===== config.mk =====
export PLATFORM = sky130hd
export DESIGN_NAME = aux_req_framer
export DESIGN_NICKNAME = d
export VERILOG_FILES = /design/src/rtl/aux_frm_pkg.sv /design/src/rtl/aux_frm_plan.sv /design/src/rtl/aux_frm_store.sv /design/src/rtl/aux_frm_hdr.sv /design/src/rtl/aux_frm_seq.sv /design/src/rtl/aux_req_framer.sv
export SDC_FILE = /design/constraint.sdc
export NUM_CORES = 1
export LEC_CHECK = 0
export CAP_MARGIN = 40
export CELL_PAD_IN_SITES_DETAIL_PLACEMENT = 0
export CELL_PAD_IN_SITES_GLOBAL_PLACEMENT = 1
export CORE_UTILIZATION = 39
export CTS_BUF_LIST = sky130_fd_sc_hd__clkbuf_8
export CTS_CLUSTER_DIAMETER = 200
export DETAILED_ROUTE_END_ITERATION = 8
export PLACE_DENSITY = 0.84
export RECOVER_POWER = 50
export SLEW_MARGIN = 20
export SYNTH_ARGS = -nofsm -noshare
export SYNTH_HDL_FRONTEND = slang
export SYNTH_SLANG_ARGS = --single-unit
export TNS_END_PERCENT = 10

===== constraint.sdc =====
create_clock -name clk -period 3.4 [get_ports clk]
set_input_delay 0.68 -clock clk [delete_from_list [all_inputs] [get_ports clk]]
set_output_delay 0.68 -clock clk [all_outputs]
set_load 0.05 [all_outputs]

===== src/rtl/aux_frm_pkg.sv =====
package aux_frm_pkg;
  localparam int CMD_W     = 4;
  localparam int ADDR_W    = 20;
  localparam int BYTE_W    = 8;
  localparam int HDR_SHORT = 3;
  localparam int HDR_LONG  = 4;

  localparam logic [CMD_W-1:0] CMD_NAT_WR     = 4'b1000;
  localparam logic [CMD_W-1:0] CMD_I2C_WR     = 4'b0000;
  localparam logic [CMD_W-1:0] CMD_I2C_WR_MOT = 4'b0100;

  typedef enum logic {SEQ_IDLE = 1'b0, SEQ_SEND = 1'b1} seq_state_e;

  function automatic logic carries_payload(input logic [CMD_W-1:0] cmd);
    return (cmd == CMD_NAT_WR) || (cmd == CMD_I2C_WR) || (cmd == CMD_I2C_WR_MOT);
  endfunction
endpackage


===== src/rtl/aux_frm_plan.sv =====
module aux_frm_plan
  import aux_frm_pkg::*;
#(
  parameter int MAX_LEN = 16,
  parameter int LEN_W   = 5,
  parameter int CNT_W   = 5
) (
  input  logic [CMD_W-1:0] cmd_i,
  input  logic [LEN_W-1:0] len_i,
  output logic             len_ok_o,
  output logic             wr_o,
  output logic [CNT_W-1:0] total_o
);
  logic [CNT_W-1:0] hdr_cnt;
  logic [CNT_W-1:0] body_cnt;

  always_comb begin
    wr_o     = carries_payload(cmd_i);
    len_ok_o = (len_i <= LEN_W'(MAX_LEN));
    hdr_cnt  = (len_i == '0) ? CNT_W'(HDR_SHORT) : CNT_W'(HDR_LONG);
    body_cnt = wr_o ? CNT_W'(len_i) : '0;
    total_o  = hdr_cnt + body_cnt;
  end
endmodule


===== src/rtl/aux_frm_store.sv =====
module aux_frm_store
  import aux_frm_pkg::*;
#(
  parameter int MAX_LEN = 16,
  parameter int PIDX_W  = 4
) (
  input  logic                      clk,
  input  logic                      rst_n,
  input  logic                      load_i,
  input  logic [MAX_LEN*BYTE_W-1:0] data_i,
  input  logic [PIDX_W-1:0]         idx_i,
  output logic [BYTE_W-1:0]         byte_o
);
  logic [MAX_LEN*BYTE_W-1:0] slots_flat;

  for (genvar g = 0; g < MAX_LEN; g++) begin : g_slot
    logic [BYTE_W-1:0] slot_q;
    logic [BYTE_W-1:0] slot_n;

    always_comb begin
      slot_n = slot_q;
      if (load_i) slot_n = data_i[g*BYTE_W +: BYTE_W];
    end

    always_ff @(posedge clk or negedge rst_n) begin
      if (!rst_n) slot_q <= '0;
      else        slot_q <= slot_n;
    end

    assign slots_flat[g*BYTE_W +: BYTE_W] = slot_q;
  end

  always_comb begin
    byte_o = '0;
    for (int k = 0; k < MAX_LEN; k++) begin
      if (idx_i == PIDX_W'(k)) byte_o = slots_flat[k*BYTE_W +: BYTE_W];
    end
  end
endmodule


===== src/rtl/aux_frm_hdr.sv =====
module aux_frm_hdr
  import aux_frm_pkg::*;
#(
  parameter int LEN_W = 5,
  parameter int CNT_W = 5
) (
  input  logic [CMD_W-1:0]  cmd_i,
  input  logic [ADDR_W-1:0] addr_i,
  input  logic [LEN_W-1:0]  len_i,
  input  logic [CNT_W-1:0]  idx_i,
  input  logic [BYTE_W-1:0] pl_byte_i,
  output logic [BYTE_W-1:0] byte_o
);
  logic [BYTE_W-1:0] len_byte;

  always_comb begin
    len_byte = BYTE_W'(len_i - LEN_W'(1));
    case (idx_i)
      CNT_W'(0): byte_o = {cmd_i, addr_i[19:16]};
      CNT_W'(1): byte_o = addr_i[15:8];
      CNT_W'(2): byte_o = addr_i[7:0];
      CNT_W'(3): byte_o = (len_i != '0) ? len_byte : pl_byte_i;
      default:   byte_o = pl_byte_i;
    endcase
  end
endmodule


===== src/rtl/aux_frm_seq.sv =====
module aux_frm_seq
  import aux_frm_pkg::*;
#(
  parameter int CNT_W = 5
) (
  input  logic             clk,
  input  logic             rst_n,
  input  logic             start_i,
  input  logic             ready_i,
  input  logic [CNT_W-1:0] total_i,
  output logic             valid_o,
  output logic [CNT_W-1:0] idx_o,
  output logic             last_o,
  output logic             done_o
);
  seq_state_e       state_q, state_n;
  logic [CNT_W-1:0] idx_q, idx_n;
  logic             done_q, done_n;

  always_comb begin
    valid_o = (state_q == SEQ_SEND);
    last_o  = valid_o && (idx_q == total_i - CNT_W'(1));
    idx_o   = idx_q;
    done_o  = done_q;
  end

  always_comb begin
    state_n = state_q;
    idx_n   = idx_q;
    done_n  = 1'b0;
    case (state_q)
      SEQ_IDLE: begin
        if (start_i) begin
          state_n = SEQ_SEND;
          idx_n   = '0;
        end
      end
      SEQ_SEND: begin
        if (ready_i) begin
          if (last_o) begin
            state_n = SEQ_IDLE;
            done_n  = 1'b1;
          end else begin
            idx_n = idx_q + CNT_W'(1);
          end
        end
      end
      default: state_n = SEQ_IDLE;
    endcase
  end

  always_ff @(posedge clk or negedge rst_n) begin
    if (!rst_n) begin
      state_q <= SEQ_IDLE;
      idx_q   <= '0;
      done_q  <= 1'b0;
    end else begin
      state_q <= state_n;
      idx_q   <= idx_n;
      done_q  <= done_n;
    end
  end
endmodule


===== src/rtl/aux_req_framer.sv =====
module aux_req_framer
  import aux_frm_pkg::*;
#(
  parameter  int MAX_LEN   = 16,
  parameter  int LEN_W     = 5,
  parameter  int DEFER_W   = 8,
  parameter  int DELAY_MUL = 10,
  localparam int CNT_W     = $clog2(HDR_LONG + MAX_LEN + 1),
  localparam int PIDX_W    = $clog2(MAX_LEN),
  localparam int DLY_W     = DEFER_W + $clog2(DELAY_MUL + 1)
) (
  input  logic                      clk,
  input  logic                      rst_n,
  input  logic                      req_valid,
  output logic                      req_ready,
  input  logic [CMD_W-1:0]          req_cmd,
  input  logic [ADDR_W-1:0]         req_addr,
  input  logic [LEN_W-1:0]          req_len,
  input  logic [DEFER_W-1:0]        req_defer,
  input  logic [MAX_LEN*BYTE_W-1:0] req_payload,
  output logic                      out_valid,
  input  logic                      out_ready,
  output logic [BYTE_W-1:0]         out_data,
  output logic                      out_last,
  output logic [CNT_W-1:0]          frame_bytes,
  output logic [DLY_W-1:0]          start_delay,
  output logic                      done,
  output logic                      len_err
);
  logic [CMD_W-1:0]  cmd_q, cmd_n;
  logic [ADDR_W-1:0] addr_q, addr_n;
  logic [LEN_W-1:0]  len_q, len_n;
  logic [CNT_W-1:0]  total_q, total_n;
  logic [DLY_W-1:0]  dly_q, dly_n;
  logic              err_q, err_n;

  logic              accept, load;
  logic              len_ok, wr_cmd;
  logic [CNT_W-1:0]  total_c;
  logic [CNT_W-1:0]  idx, pl_off;
  logic [BYTE_W-1:0] pl_byte;

  aux_frm_plan #(.MAX_LEN(MAX_LEN), .LEN_W(LEN_W), .CNT_W(CNT_W)) u_plan (
    .cmd_i(req_cmd), .len_i(req_len),
    .len_ok_o(len_ok), .wr_o(wr_cmd), .total_o(total_c)
  );

  always_comb begin
    accept  = req_valid && req_ready;
    load    = accept && len_ok;
    cmd_n   = load ? req_cmd : cmd_q;
    addr_n  = load ? req_addr : addr_q;
    len_n   = load ? req_len : len_q;
    total_n = load ? total_c : total_q;
    dly_n   = load ? (DLY_W'(req_defer) * DLY_W'(DELAY_MUL)) : dly_q;
    err_n   = accept && !len_ok;
    pl_off  = idx - CNT_W'(HDR_LONG);
  end

  always_ff @(posedge clk or negedge rst_n) begin
    if (!rst_n) begin
      cmd_q   <= '0;
      addr_q  <= '0;
      len_q   <= '0;
      total_q <= '0;
      dly_q   <= '0;
      err_q   <= 1'b0;
    end else begin
      cmd_q   <= cmd_n;
      addr_q  <= addr_n;
      len_q   <= len_n;
      total_q <= total_n;
      dly_q   <= dly_n;
      err_q   <= err_n;
    end
  end

  aux_frm_store #(.MAX_LEN(MAX_LEN), .PIDX_W(PIDX_W)) u_store (
    .clk(clk), .rst_n(rst_n), .load_i(load), .data_i(req_payload),
    .idx_i(pl_off[PIDX_W-1:0]), .byte_o(pl_byte)
  );

  aux_frm_seq #(.CNT_W(CNT_W)) u_seq (
    .clk(clk), .rst_n(rst_n), .start_i(load), .ready_i(out_ready),
    .total_i(total_q), .valid_o(out_valid), .idx_o(idx),
    .last_o(out_last), .done_o(done)
  );

  aux_frm_hdr #(.LEN_W(LEN_W), .CNT_W(CNT_W)) u_hdr (
    .cmd_i(cmd_q), .addr_i(addr_q), .len_i(len_q), .idx_i(idx),
    .pl_byte_i(pl_byte), .byte_o(out_data)
  );

  assign req_ready   = !out_valid;
  assign frame_bytes = total_q;
  assign start_delay = dly_q;
  assign len_err     = err_q;
endmodule


=== Yosys cells after proc, flatten, opt, wreduce, memory -nomap -nowiden ===
Cells that the tools add are included.

* Bits of input ports: 169
* Word-level logic and storage cells: 102
* Register bits: 181

* Reductions and logical operators: 14
* $mul: 1
* Bitwise gates (word level): 1
* Muxes and demuxes: 31
* Magnitude comparators: 1
* Add/sub/neg operators: 5
* Equal/unequal tests: 24

{| class="wikitable"
|+ Operators with widths
! cell !! number
|-
| $mux 8 || 17
|-
| $eq 4x4->1 const B || 9
|-
| $pmux 8 s4 || 1
|-
| $eq 4x3->1 const B || 5
|-
| $mux 5 || 4
|-
| $mul 8x3->11 const B || 1
|-
| $eq 5x2->1 const B || 2
|-
| $logic_not 5->1 || 2
|-
| $pmux 5 s2 || 1
|-
| $eq 4x2->1 const B || 2
|-
| $logic_not 4->1 || 2
|-
| $mux 1 || 6
|-
| $ne 2x2->1 const B || 3
|-
| $sub 5x1->6 const B || 1
|-
| $add 5x1->5 const B || 1
|-
| $add 5x5->5 || 1
|-
| $eq 5x1->1 const B || 1
|-
| $eq 5x5->1 || 1
|-
| $le 5x5->1 const B || 1
|-
| $reduce_bool 5->1 || 1
|-
| $sub 5x1->5 const B || 1
|-
| $eq 4x1->1 const B || 1
|-
| $logic_and 1x1->1 || 4
|-
| $sub 4x3->4 const B || 1
|-
| 6 further kinds || 8
|}

=== Depth between registers and ports, before layout ===
Gate-level depths: netlist of the first run.

* Word-level depth: 20
* Mapped depth: 11
* Gate-level depth less buffers: 11

=== Hierarchy ===
Synthesis of the first run repeated with hierarchy kept, for this count alone.

* Cell total of the unflattened synthesis: 870
* Area total of the unflattened synthesis: 9489.1 sq um

{| class="wikitable"
|+ By module, submodules not included
! module !! instances !! cells an instance !! area each (sq um) !! sequential area each (sq um)
|-
| aux_frm_store || 1 || 490 || 6183.4 || 3203.1
|-
| aux_req_framer || 1 || 234 || 2125.8 || 1151.1
|-
| aux_frm_hdr || 1 || 69 || 496.7 || 0.0
|-
| aux_frm_seq || 1 || 52 || 493.0 || 175.2
|-
| aux_frm_plan || 1 || 25 || 190.2 || 0.0
|}

=== Least setup slack after synthesis of the first run ===
No wires, ideal clock.

* Path type: register to output
* From: register u_seq.state_q (netlist: u_seq.valid_o)
* To: output out_last
* Stages on the path, launching flop included: 3
* Path buffers: 0
* Arrival time: 3036 ps
* Setup slack: -316 ps
* Path through: dfrtp_1 > clkinv_1 > nor4_1

* Longest elaborated chain between the ends: 1

{| class="wikitable"
|+ RTL lines
! what !! RTL line !! text
|-
| start: declaration || aux_frm_seq.sv:16 || <nowiki>seq_state_e state_q, state_n;</nowiki>
|-
| start signal: assignment || aux_frm_seq.sv:58 || <nowiki>state_q <= state_n;</nowiki>
|-
| $logic_and 1x1->1 || aux_frm_seq.sv:22 || <nowiki>last_o = valid_o && (idx_q == total_i - CNT_W'(1));</nowiki>
|-
| end: declaration || aux_req_framer.sv:24 || <nowiki>output logic out_last,</nowiki>
|}

No other way between the ends.

=== Final worst setup path of the first run ===
* From: register u_seq.idx_q[0] (netlist: u_seq.idx_o[0])
* To: output out_data[0]

* Longest elaborated chain between the ends: 20
* Elaborated cells between the ends (all ways): 39
* Those cells by class: add/sub: 1; eq/ne: 18; mux: 18; reduce/logical: 2

{| class="wikitable"
|+ RTL lines
! what !! RTL line !! text
|-
| start: declaration || aux_frm_seq.sv:17 || <nowiki>logic [CNT_W-1:0] idx_q, idx_n;</nowiki>
|-
| start signal: assignment || aux_frm_seq.sv:59 || <nowiki>idx_q <= idx_n;</nowiki>
|-
| $sub 4x3->4 || aux_req_framer.sv:57 || <nowiki>pl_off = idx - CNT_W'(HDR_LONG);</nowiki>
|-
| $logic_not 4->1 || aux_frm_store.sv:36 || <nowiki>if (idx_i == PIDX_W'(k)) byte_o = slots_flat[k*BYTE_W +: BYTE_W];</nowiki>
|-
| $mux 8 (16 in a row) || aux_frm_store.sv:36 ||
|-
| $mux 8 || aux_frm_hdr.sv:22 || <nowiki>CNT_W'(3): byte_o = (len_i != '0) ? len_byte : pl_byte_i;</nowiki>
|-
| $pmux 8 s4 * || aux_frm_hdr.sv:18 || <nowiki>case (idx_i)</nowiki>
|-
| end: declaration || aux_req_framer.sv:23 || <nowiki>output logic [BYTE_W-1:0] out_data,</nowiki>
|}

Every way passes the cells marked *; elsewhere a longest branch is shown, timed or not.

==> run summary, run 1 <==
Post-detailed-routing wire length: 29,000 µm. In this run the vertical extent of the chip is 157 µm. The run gives 1.24 mV as the worst supply voltage drop on vdd. Per report_power, the sequential group accounts for 32.8% of the total. Number of input and output port buffers inserted: 197. The checks that failed: max-capacitance violations, max-slew violations, negative setup slack.

The number of violations of the max-capacitance limit was 1. The cell with the largest stage delay on the worst path is sky130_fd_sc_hd__dfrtp_2. Global routing finished with a remaining overflow of 0. The switching share of power works out to 44.6%.

The largest buffer count on any clock path is 2, and the mean instance size in the synthesized netlist is 8.20 µm². The run gives 0.483 ns as the post-route worst hold slack. Root buffer selected by CTS: sky130_fd_sc_hd__clkbuf_8. Timing would allow up to 0.287 GHz. STA puts the critical path data arrival time at 2.80 ns.

Setup repair after global routing could not meet its margin everywhere. TritonCTS built the clock tree. Cells fill 53.9% of the core in the end. Among cell families on the critical path, the largest total delay comes from compound AO/OA/AOI/OAI gates. In this run the biggest area consumer among cell types represents 48.2% of the synthesized area.

For the number of remaining DRC errors, the log shows 0. Summed over all cells, the static leakage comes to 0.00592 µW. The pin count of the biggest net entering global routing is 78, and the clock input transition at the sequential cells of the worst setup and hold paths is 0.10 ns.

The critical path contains buffers and inverters numbering 2 combined. The logic gate share of total power was 54.2%; the clock latency reported for the late side of the worst-skew pair was 0.47 ns. For the antenna diode count, the log shows 0. Leaving out fill and tap cells, the most frequent cell in the layout is sky130_fd_sc_hd__nand2_1. The net switching component of the power is 5420 µW, and the global placer's final weighted congestion is 0.879. Kind of end point of the critical path: an output port.

The flow ran to the end, but the final reports show violations. Ranked by total cell area, the synthesized netlist is headed by sky130_fd_sc_hd__dfrtp_1, sky130_fd_sc_hd__nand2_1, sky130_fd_sc_hd__a21oi_1, sky130_fd_sc_hd__o21ai_0, sky130_fd_sc_hd__ha_1. The signal on the critical path passes through ha_4 -> or3b_4 -> buf_6 -> a21oi_1 -> a221o_1 -> a221o_1 -> o221ai_2 -> a21oi_2 -> buf_12.

In this run the critical register-to-register path is captured at u_store.g_slot[0].slot_q[7]. The area enclosed by the die boundary was 24,700 µm². The area growth from synthesis to layout is 34.9%. The first routing iteration left 644 violations. The minimum clock period was 3.48 ns; the number of setup violations in the final report was 7. The internal portion of the total power is 6750 µW. Pin placement for this block handled 199 I/O pins.

The worst hold path was traced through 2 stages. The most used flip-flop cell after synthesis was sky130_fd_sc_hd__dfrtp_1. The count of nets left with antenna violations once routing finished came out at 0. The tools report the post-layout worst setup margin as -0.0807 ns. The logs give 0 for the initial antenna violation count and 21,600 µm for the total half-perimeter wirelength after legalization and detailed placement. The number of max-slew violations in the final report is 78, and the worst max-slew margin expressed relative to the limit is -28.5%. Yosys mapped the design onto 73 distinct sky130hd cell types. The clock network burns 13.1% of the power. Synthesis inferred 181 register bits.

After detailed routing, the average wire length per cell comes to 17.2 µm. Worst-case reg-to-reg path depth: 7. The total area inside the core boundary comes to 23,500 µm². Slew at the pin closest to its max-slew limit: 1.93 ns. Total clock sinks: 181. The worst hold path begins at u_store.g_slot[9].slot_q[5]. When the netlist entered floorplanning its net count stood at 1,339.

The category of the critical setup timing path was flip-flop to output port. The final setup skew was 0.0172 ns. The instance count of the mapped netlist is 1,147.

The post-route netlist has 11.0% of its cells at a drive strength greater than 1. The number of nets in the final layout was 1,546. In the synthesized netlist the async set-or-reset flop fraction comes to 100%. sky130_fd_sc_hd__dfrtp_1 takes more of the synthesized area than any other cell. The number of global-route vias before repair is 8,565. The tools report the endpoint of the worst hold-timing path as u_store.g_slot[9].slot_q[5]. The library cell appearing most often on the critical path was sky130_fd_sc_hd__a221o_1.

During synthesis, Yosys emitted a total of 0 warnings. The worst setup path is launched from a flip-flop. The mapped cell area was 9400 µm².

The startpoint of the worst-slack reg-to-reg timing path is u_seq.valid_o. The first global-routing pass estimated 46,000 µm of wire. Worst min-delay path class: flip-flop to flip-flop. For this configuration, the core starts out at a cell density of 39.9%.

The run gives 0 as the hold-fix buffer count after cts. The pre-antenna-repair detailed-routing pass consisted of 5 iterations. The reg2reg setup slack was 0.72 ns; the width of the die was 157 µm.

Counting the fill cells in the layout gives 2,293. The number of enable-type register cells in the synthesized netlist is 0. The tools report the H-tree depth as 4. In the layout the commonest cells are sky130_fd_sc_hd__nand2_1, sky130_fd_sc_hd__clkdlybuf4s50_1, sky130_fd_sc_hd__dfrtp_1, sky130_fd_sc_hd__a21oi_1, sky130_fd_sc_hd__o21ai_0. For the number of placement rows, the log shows 56. STA puts the critical path data required time at 2.72 ns. In this run the worst path has a maximum fanout of 5. In the routed layout, each cell is associated on average with a via count of 5.11. Of the synthesized area, sequential elements account for 48.2%. The final period utilization works out to 102%. The largest stage delay on the critical path is 0.49 ns, and the number of buffers added by the clock tree synthesis step is 17.

Total power divided by cell area: 959 nW/µm². The hold violation total from the final report is 0, and the detailed-route via count is 8,610. The overall track demand over capacity in global routing was 24.4%.
## Yosys cell counts (all sizes together) (10+ instances only)
master and instances:
a21oi 64, buf 46, clkbuf 25, dfrtp 181, ha 21, inv 36, nand2 483, nand3 18
nor2 27, nor2b 14, o21ai 58, o22ai 10
## worst register-to-register path, stage by stage, from the launching register on
cell and delay, ns:
sky130_fd_sc_hd__dfrtp_1 0.48, sky130_fd_sc_hd__clkinv_1 0.21, sky130_fd_sc_hd__nand2_1 0.15, sky130_fd_sc_hd__a21oi_1 0.60, sky130_fd_sc_hd__buf_2 0.74, sky130_fd_sc_hd__buf_4 0.32
sky130_fd_sc_hd__nand2_1 0.08, sky130_fd_sc_hd__nand2_1 0.06
## power groups by stage
stage | logic, µW | clock network, µW | registers, µW
after floorplan | 3480 | 0 | 4020
after global placement | 6080 | 0 | 4010
after detailed placement | 6130 | 0 | 4000
after CTS | 6610 | 1630 | 3990
after global routing | 7130 | 1700 | 4110
final | 6590 | 1590 | 3990
## area by class of cell
cell class,instances,area (µm²),share of cell area [%]
clock buffer,18,248,1.95
sequential,181,4530,35.7
tap,319,399,3.15
timing repair buffer,259,2580,20.3
clock inverter,14,175,1.38
multi-input combinational,857,4600,36.3
inverter,38,146,1.15
## worst max-delay path by stage
| stage | startpoint | to | slack, ns | cells past startpoint |
|---|---|---|---|---|
| floorplan | u_seq.idx_o[0] | out_data[3] | 0.08 | 7 |
| global placement | u_seq.idx_o[0] | out_data[6] | -0.002 | 10 |
| detailed placement | u_seq.idx_o[0] | out_data[2] | -0.03 | 9 |
| CTS | u_seq.idx_o[0] | out_data[5] | -0.09 | 9 |
| global route | u_seq.idx_o[0] | out_data[3] | -0.19 | 10 |
| finish | u_seq.idx_o[0] | out_data[0] | -0.08 | 9 |
## layer usage
metal	vias to the layer above	track usage (%)	routed length (µm)
met5	-	0	0
met4	0	5.32	270
met3	23	3.63	1310
met2	234	40.9	13900
met1	4129	33.3	13500
li1	4224	-	-
## timing repair
action | in CTS | in global routing
pin swaps | 25 | 4
endpoints found under the setup margin | 8 | 8
resized for setup | 52 | 5
buffers inserted | 16 | 1
cloned | 0 | 0
hold endpoints to repair | 0 | 0
## registers in the layout, indices dropped and copies added, names as in the netlist
signal	cells
addr_q	20
cmd_q	4
frame_bytes	5
len_err	1
len_q	5
start_delay	11
u_seq.done_o	1
u_seq.idx_o	5
u_seq.valid_o	1
u_store.g_slot.slot_q	128
## metrics by stage
step           power [µW]  cell area [µm²]  setup WS, ns  cells  TNS (ns)
2_1_floorplan        7500             9410        0.0825   1147         0
3_3_place_gp        10100            12000      -0.00226   1638  -0.00226
3_5_place_dp        10100            12000       -0.0326   1638   -0.0561
4_1_cts             12200            12700       -0.0920   1685    -0.523
5_1_grt             12900            12700        -0.188   1686     -2.93
6_report            12200            12700       -0.0807   1686    -0.479
## cells by family after synthesis
logic type               share of synthesized area, %
AO/OA/AOI/OAI                                    16.2
XOR/XNOR                                         1.64
adder cells (fa/ha/maj)                          3.22
buffers and inverters                            5.00
flip-flops                                       48.2
multiplexers                                    0.106
other                                          0.0399
AND/OR/NAND/NOR                                  25.6
No activity file was read; power rests on OpenSTA's default activity.
==> run 2: changes to the inputs <==
--- a/config.mk
+++ b/config.mk
@@ -8,9 +8,11 @@
 export CAP_MARGIN = 40
 export CELL_PAD_IN_SITES_DETAIL_PLACEMENT = 0
 export CELL_PAD_IN_SITES_GLOBAL_PLACEMENT = 1
+export CORE_MARGIN = 10
 export CORE_UTILIZATION = 39
 export CTS_BUF_LIST = sky130_fd_sc_hd__clkbuf_8
 export CTS_CLUSTER_DIAMETER = 200
+export CTS_CLUSTER_SIZE = 12
 export DETAILED_ROUTE_END_ITERATION = 8
 export PLACE_DENSITY = 0.84
 export RECOVER_POWER = 50
==> run 2 against run 1 <==
  * The run still ends with max-capacitance violations, max-slew violations, negative setup slack left
  * Flip-flop and latch count stayed put
  * Global-route usage down 4.5 points
  * Hold slack better by 0.0055 ns
  * Count of clock-buffer cells in the layout unchanged
  * Maximum frequency fell by 3.3%
  * Combinational power is 3% higher
  * Total power is 0.85% higher
  * Via count is 1.3% higher
  * Design area grew 0.57%
  * Die area up 24%
  * Critical path depth grew 3
  * Largest cell class unchanged
==> run summary, run 2 (synthesis gave the netlist of run 1 again) <==
The logs give 8 (+1) for the number of setup violations in the final report and 39 (-50%) for the number of max-slew violations in the final report. The checks that failed: max-capacitance violations, max-slew violations, negative setup slack. The clock input transition at the sequential cells of the worst setup and hold paths came out at 0.11 ns (about the same). Worst max-slew margin expressed relative to the limit: -32.9% (-4.3 points). The clock latency reported for the late side of the worst-skew pair was 0.48 ns (about the same); the width of the die was 175 µm (+11%). The core footprint is 23,600 µm² (+0.30%), and the number of ports placed on the die boundary is 199 (unchanged). The run gives 17 (unchanged) as the number of buffers added by the clock tree synthesis step. In this run the clock root is driven by a sky130_fd_sc_hd__clkbuf_8.

The highest clock rate is 0.278 GHz (-3.3%). The H-tree depth was 4 (unchanged). In the layout the commonest cells are sky130_fd_sc_hd__nand2_1, sky130_fd_sc_hd__clkdlybuf4s50_1, sky130_fd_sc_hd__dfrtp_1, sky130_fd_sc_hd__a21oi_1, sky130_fd_sc_hd__o21ai_0. The run gives 646 (+0.31%) as the number of DRC markers in iteration 0. The largest buffer count on any clock path came out at 2 (unchanged). The minimum clock period works out to 3.60 ns (+0.118 ns).

The run gives 1 (unchanged) as the number of violations of the max-capacitance limit. For the global placer's final weighted congestion, the log shows 0.900 (+2.3%). The cell count of the worst hold path works out to 2 (unchanged). The worst setup path is of the flip-flop to output port kind.

The tools report the total negative slack as -1.05 ns (-0.567 ns). For the post-detailed-routing wire length, the log shows 31,000 µm (+7.1%). Grouping stages by cell kind, the critical path spends the most delay in compound AO/OA/AOI/OAI gates. The worst hold path terminates at u_store.g_slot[1].slot_q[2]. The tools report the number of nets in the final layout as 1,541 (-0.32%).

The worst-case reg-to-reg path depth works out to 6 (-1). Worst min-delay path class: flip-flop to flip-flop. The cell with the largest stage delay on the worst path was sky130_fd_sc_hd__dfrtp_1. Initial antenna violation count: 2 (+2).

The final period utilization works out to 106% (+3.5 points). STA classifies the critical path startpoint as a flip-flop. The number of placement rows came out at 56 (unchanged). For the total internal power, the log shows 6730 µW (-0.24%). Walking the worst path, the cells encountered are inv_2 -> ha_4 -> buf_12 -> buf_12 -> nand3b_1 -> a221oi_2 -> o22ai_2 -> a21oi_2 -> o221ai_2 -> a22oi_2 -> buf_4 -> buf_12. The total power divided by cell area was 962 nW/µm² (+0.27%). The required time at the endpoint of the critical path is 2.72 ns (about the same). The area growth from synthesis to layout works out to 35.7%. The tools report the total clock sinks as 181 (unchanged). The maximum fanout encountered on the critical timing path was 8 (+3). The tools report the detailed-route via count as 8,718 (+1.3%). The share of final-layout standard cells stronger than drive strength 1 was 11.2% (+0.19 points); the hold-fix buffer count after cts was 0 (unchanged).

The logs give 19.9% (-4.5 points) for the overall track demand over capacity in global routing and 79 (+1.3%) for the pin count of the biggest net entering global routing. The area used by sequential logic in the layout was 4530 µm² (about the same). Counting stages on the worst path, the most repeated cell is sky130_fd_sc_hd__buf_12.

The library cell used most frequently in the layout, excluding fill and tap cells, is sky130_fd_sc_hd__nand2_1. The total area of multi-input combinational cells was 4630 µm² (+0.63%); the reg2reg setup slack was 0.92 ns (+0.20 ns). The starting utilization of the core area is 39.8% (-0.12 points), and the global-route wire length before repair is 49,100 µm (+6.9%). TritonCTS built the clock tree. Area enclosed by the die boundary: 30,700 µm² (+24%).

The average routed wire per standard cell works out to 18.4 µm (+7.3%). The switching share of power works out to 45.2% (+0.60 points). The flip-flop count of the largest register, all copies and words added is 128 (unchanged). Ranked by flip-flop count, first place goes to u_store.g_slot.slot_q.

The endpoint of the worst register-to-register path was start_delay[7]. Worst supply voltage drop on vdd: 1.31 mV (+5.4%). Setup repair after global routing could not meet its margin everywhere.

Global route total overflow: 0 (unchanged). The logs give 2.92 ns (+0.12 ns) for the critical path arrival and 5540 µW (+2.2%) for the net switching component of the power. The hold violation total from the final report was 0 (unchanged).

The post-layout worst setup margin is -0.198 ns (-0.118 ns). The largest stage delay on the critical path was 0.44 ns (-0.05 ns); the logic gate share of total power was 55.2% (+1.0 points). The number of fill cells was 2,223 (-3.1%); the sequential power share was 32.7% (about the same).

The run finished, with violations left. The detailed-router iteration count before antenna repair came out at 5 (unchanged). The tools report the leakage power as 0.00594 µW (+0.35%).

The vertical die dimension is 175 µm (+11%). The average via count per standard cell is 5.18 (+1.4%). The number of global-route vias before repair was 9,013 (+5.2%). The slew at the pin closest to its max-slew limit is 1.99 ns (+0.0652 ns).

The hold path startpoint is u_store.g_slot[1].slot_q[2]. The worst path buffer plus inverter count is 5 (+3). In this run the critical register-to-register path is launched from u_seq.valid_o.

The number of instances in the placed design is 1,632 (-0.37%), and the final setup skew is 0.0156 ns (-0.00167 ns). The number of input and output port buffers inserted came out at 197 (unchanged). Final cell count without fillers: 1,683 (-0.18%). For the count of nets left with antenna violations after detail routing, the log shows 0 (unchanged).

The total half-perimeter wirelength after legalization and detailed placement was 23,100 µm (+6.6%). The tools report the kind of end point of the critical path as an output port. The clock network fraction of design power came out at 12.2% (-0.9 points). The number of remaining DRC errors was 0 (unchanged).
-- run 2: cell type report --
cell class,instances,area share (%)
Tap cell,319,3.13
Multi-Input combinational cell,857,36.3
Inverter,38,1.12
Sequential cell,181,35.5
Antenna cell,2,0.0392
Timing Repair Buffer,254,20.8
Clock inverter,14,1.11
Clock buffer,18,1.94
-- run 2: power by group through the flow --
stage	Sequential (µW)	Clock (µW)	Combinational [µW]
final	4010	1490	6770
after global routing	4120	1620	7320
after CTS	4000	1530	6690
after detailed placement	4010	0	6150
after global placement	4020	0	6070
after floorplan	4020	0	3480
-- run 2: per-stage QoR --
| step | setup WS, ns | area, µm² | utilization [%] | hold WS [ns] | total power [µW] |
|---|---|---|---|---|---|
| after global routing | -0.349 | 12800 | 54.0 | 0.506 | 13100 |
| after floorplan | 0.0825 | 9410 | - | 0.384 | 7500 |
| after CTS | -0.136 | 12700 | 53.9 | 0.0900 | 12200 |
| final | -0.198 | 12800 | 54.0 | 0.489 | 12300 |
| after global placement | -0.0178 | 12000 | 50.7 | 0.456 | 10100 |
| after detailed placement | -0.0126 | 12000 | 50.7 | 0.461 | 10200 |
-- run 2: timing repair --
item,CTS,global route
endpoints found under the setup margin,8,8
resized for setup,56,12
gates cloned,2,1
setup buffers,11,3
pin swaps,23,9
-- run 2: how the worst max path moves through the flow --
| stage | endpoint | slack [ns] | startpoint | cells after the start |
|---|---|---|---|---|
| 3_5_place_dp | out_data[2] | -0.01 | u_seq.idx_o[0] | 11 |
| 6_report | out_data[2] | -0.20 | u_seq.idx_o[1] | 12 |
| 5_1_grt | out_data[2] | -0.35 | u_seq.idx_o[0] | 11 |
| 2_1_floorplan | out_data[3] | 0.08 | u_seq.idx_o[0] | 7 |
| 4_1_cts | out_data[2] | -0.14 | u_seq.idx_o[1] | 12 |
| 3_3_place_gp | out_data[2] | -0.02 | u_seq.idx_o[0] | 11 |
-- run 2: per-layer routing --
layer / wire length (µm) / share of wire [%] / vias up / global-route usage [%]
met2: 14700 / 47 / 275 / 31.7
met1: 14100 / 45 / 4179 / 26.6
li1: - / - / 4228 / -
met4: 522 / 1.7 / 0 / 5.83
met5: 0 / 0 / - / 0
met3: 1740 / 5.6 / 36 / 4.16
-- run 2: tightest hold or removal path, stage by stage (launching register included) --
cell and delay (ns):
sky130_fd_sc_hd__dfrtp_1 0.35, sky130_fd_sc_hd__nand2_1 0.05, sky130_fd_sc_hd__nand2_1 0.06
==> run 3: changes to the inputs <==
--- a/config.mk
+++ b/config.mk
@@ -8,6 +8,7 @@
 export CAP_MARGIN = 40
 export CELL_PAD_IN_SITES_DETAIL_PLACEMENT = 0
 export CELL_PAD_IN_SITES_GLOBAL_PLACEMENT = 1
+export CORE_ASPECT_RATIO = 1.1
 export CORE_MARGIN = 10
 export CORE_UTILIZATION = 39
 export CTS_BUF_LIST = sky130_fd_sc_hd__clkbuf_8
==> run 3 against run 2 <==
  * The flow still finishes with violations (max-capacitance violations, max-slew violations, negative setup slack)
  * Maximum frequency rose by 3.5%
  * Wire length barely moved
  * Total power fell by 0.40%
  * Count of clock-buffer cells in the layout did not move
  * Sequential share of layout area fell by 0.094 points
  * Critical path depth fell by 2
  * Register-to-register slack got worse by 0.05 ns
  * Critical path type unchanged
  * Critical endpoint is now out_data[3]
==> run summary, run 3 (synthesis gave the netlist of run 1 again) <==
For the worst supply voltage drop on vdd, the log shows 1.17 mV (-11%). Library cell appearing most often on the critical path: sky130_fd_sc_hd__buf_12. The run gives 59 (+5.4%) as the number of placement rows. The startpoint identified for the worst register-to-register timing path is u_seq.valid_o. Number of remaining DRC errors: 0 (unchanged).

The cell family contributing the most delay on the critical path is compound AO/OA/AOI/OAI gates. The total half-perimeter wirelength after legalization and detailed placement is 23,200 µm (+0.36%), and the number of global-route vias before repair is 8,725 (-3.2%). The logs give 39.7% (-0.14 points) for the starting utilization of the core area and 78 (-1.3%) for the pin count of the biggest net entering global routing. The minimum clock period came out at 3.48 ns (-0.121 ns). The run gives 0.87 ns (-0.05 ns) as the reg2reg setup slack. The slew at the pin closest to its max-slew limit is 2.22 ns (+0.225 ns), and the detailed-router iteration count before antenna repair is 6 (+1). For the number of buffers added by the clock tree synthesis step, the log shows 17 (unchanged). The flip-flop count of the largest register, all copies and words added works out to 128 (unchanged). The leakage power is 0.00593 µW (-0.20%). The share of final-layout standard cells stronger than drive strength 1 is 11.6% (+0.45 points). Cell with the largest stage delay on the worst path: sky130_fd_sc_hd__dfrtp_2. The final period utilization was 102% (-3.6 points).

The highest clock rate came out at 0.288 GHz (+3.5%). STA classifies the critical path endpoint as an output port. Tracing the worst setup path back leads to its startpoint at u_seq.idx_o[0].

For the final setup skew, the log shows 0.00834 ns (-0.00723 ns). The final cell count without fillers came out at 1,667 (-0.95%). The category of the critical setup timing path is flip-flop to output port. The total negative slack is -0.442 ns (+0.603 ns).

Maximum fanout encountered on the critical timing path: 30 (+22). For the number of instances in the placed design, the log shows 1,618 (-0.86%). The clock input transition at the sequential cells of the worst setup and hold paths was 0.11 ns (about the same). The run gives 0 (-2) as the initial antenna violation count. The total power divided by cell area came out at 956 nW/µm² (-0.66%). The tools report the overall power of the completed layout as 12,200 µW (-0.40%).

The average routed wire per standard cell is 18.6 µm (+0.97%), and the width of the die is 168 µm (-4.1%). The tools report the hold path startpoint as addr_q[7]. The run gives 677 (+4.8%) as the number of DRC markers in iteration 0. For the total clock sinks, the log shows 181 (unchanged). The average via count per standard cell is 5.14 (-0.84%).

Setup repair after global routing could not meet its margin everywhere. The number of nets in the final layout is 1,540 (-0.065%), and the global route total overflow is 0 (unchanged). The number of setup violations in the final report came out at 8 (unchanged). For the area enclosed by the die boundary, the log shows 30,700 µm² (about the same). The number of violations of the max-capacitance limit was 1 (unchanged). The tools report the met2 wire length as 14,800 µm (+1.2%).

In the layout the commonest cells are sky130_fd_sc_hd__nand2_1, sky130_fd_sc_hd__clkdlybuf4s50_1, sky130_fd_sc_hd__dfrtp_1, sky130_fd_sc_hd__a21oi_1, sky130_fd_sc_hd__o21ai_0. The area growth from synthesis to layout works out to 36.0%. The post-route worst hold slack is 0.484 ns (-0.00545 ns).

The checks that failed: max-capacitance violations, max-slew violations, negative setup slack. The largest stage delay on the critical path came out at 0.47 ns (+0.03 ns). The tools report the count of nets left with antenna violations after detail routing as 0 (unchanged). Critical path arrival: 2.80 ns (-0.12 ns).

Global placer's final weighted congestion: 0.949 (+5.5%). The post-detailed-placement cell area came out at 12,000 µm² (about the same). The vertical die dimension is 183 µm (+4.3%), and the detailed-route via count is 8,563 (-1.8%). The clock latency reported for the late side of the worst-skew pair was 0.48 ns (about the same); the hold violation total from the final report was 0 (unchanged).

The required time at the endpoint of the critical path came out at 2.72 ns (about the same). STA classifies the critical path startpoint as a flip-flop. The met3 wire length is 1890 µm (+8.8%), and the overall track demand over capacity in global routing is 19.6% (-0.21 points).

The post-detailed-routing wire length is 31,000 µm (about the same). The number of input and output port buffers inserted is 197 (unchanged), and the global-route wire length before repair is 48,700 µm (-0.86%). The signal on the critical path passes through inv_2 -> ha_2 -> buf_12 -> inv_1 -> a211o_1 -> buf_4 -> a21oi_1 -> a311oi_2 -> a21oi_2 -> buf_12.

The logs give 41 (+5.1%) for the number of max-slew violations in the final report and 199 (unchanged) for the number of ports placed on the die boundary. The worst path buffer plus inverter count was 5 (unchanged). The highest layer used for signal routing was met4.

The largest buffer count on any clock path was 2 (unchanged). In this run the worst hold path is classified as flip-flop to flip-flop. The worst max-slew margin expressed relative to the limit is -47.9% (-15 points). Clock tree synthesis selected as its root buffer the cell sky130_fd_sc_hd__clkbuf_8.

The cell area after layout was 12,800 µm² (+0.26%). The flow ran to the end, but the final reports show violations. The routed metal-1 wirelength was 13,800 µm (-2.2%). The library cell used most frequently in the layout, excluding fill and tap cells, is sky130_fd_sc_hd__nand2_1. Counting flops per register, the top entry is u_store.g_slot.slot_q. The run gives 23,700 µm² (+0.36%) as the core footprint. Post-layout worst setup margin: -0.0771 ns (+0.121 ns). TritonCTS built the clock tree.

For the H-tree depth, the log shows 4 (unchanged).
run 3: final timing paths:
kind | depth (start not counted) | to
setup / recovery | 10 | out_data[3]
hold / removal | 2 | addr_q[7]
setup reg to reg | 7 | u_store.g_slot[3].slot_q[2]
hold reg to reg | 2 | addr_q[7]
max in group asynchronous | 2 | u_store.g_slot[10].slot_q[3]
min in group asynchronous | 1 | u_store.g_slot[0].slot_q[6]
run 3: report_power, final:
part           switching (µW)  internal (µW)
logic                    3850           2910
registers                 818           3190
clock network             890            562
run 3: what timing repair did:
item	CTS	global route
endpoints found under the hold margin	0	0
resized for setup	56	15
gates cloned	3	0
pin swaps	26	5
hold buffers	0	0
setup endpoints to repair	8	8
buffers inserted	14	1
run 3: per-layer routing:
layer,up-vias,GRT usage [%]
met3,31,4.68
li1,4227,-
met5,-,0
met4,0,4.95
met1,4017,25.9
met2,288,31.9
run 3: layout make-up:
type                    instances  area (µm²)
diodes                          1        2.50
clock buffers                  18         248
clock inverters                14         134
fillers                      2224       10900
inverters                      38         144
multi-input cells             857        4680
flip-flops and latches        181        4530
well taps                     305         382
repair buffers                253        2670
run 3: worst register-to-register path, cell delays in order, from the launching register on:
cell	delay [ns]
sky130_fd_sc_hd__dfrtp_1	0.47
sky130_fd_sc_hd__clkinv_1	0.21
sky130_fd_sc_hd__nand2_1	0.15
sky130_fd_sc_hd__a21oi_1	0.54
sky130_fd_sc_hd__clkbuf_2	0.62
sky130_fd_sc_hd__buf_4	0.31
sky130_fd_sc_hd__nand2_1	0.08
sky130_fd_sc_hd__o21ai_0	0.07
run 3: through the flow:
step	worst slack (ns)	util [%]
2_1_floorplan	0.0825	-
3_3_place_gp	0.110	50.5
3_5_place_dp	0.0195	50.5
4_1_cts	-0.0735	54.0
5_1_grt	-0.201	54.0
6_report	-0.0771	54.0
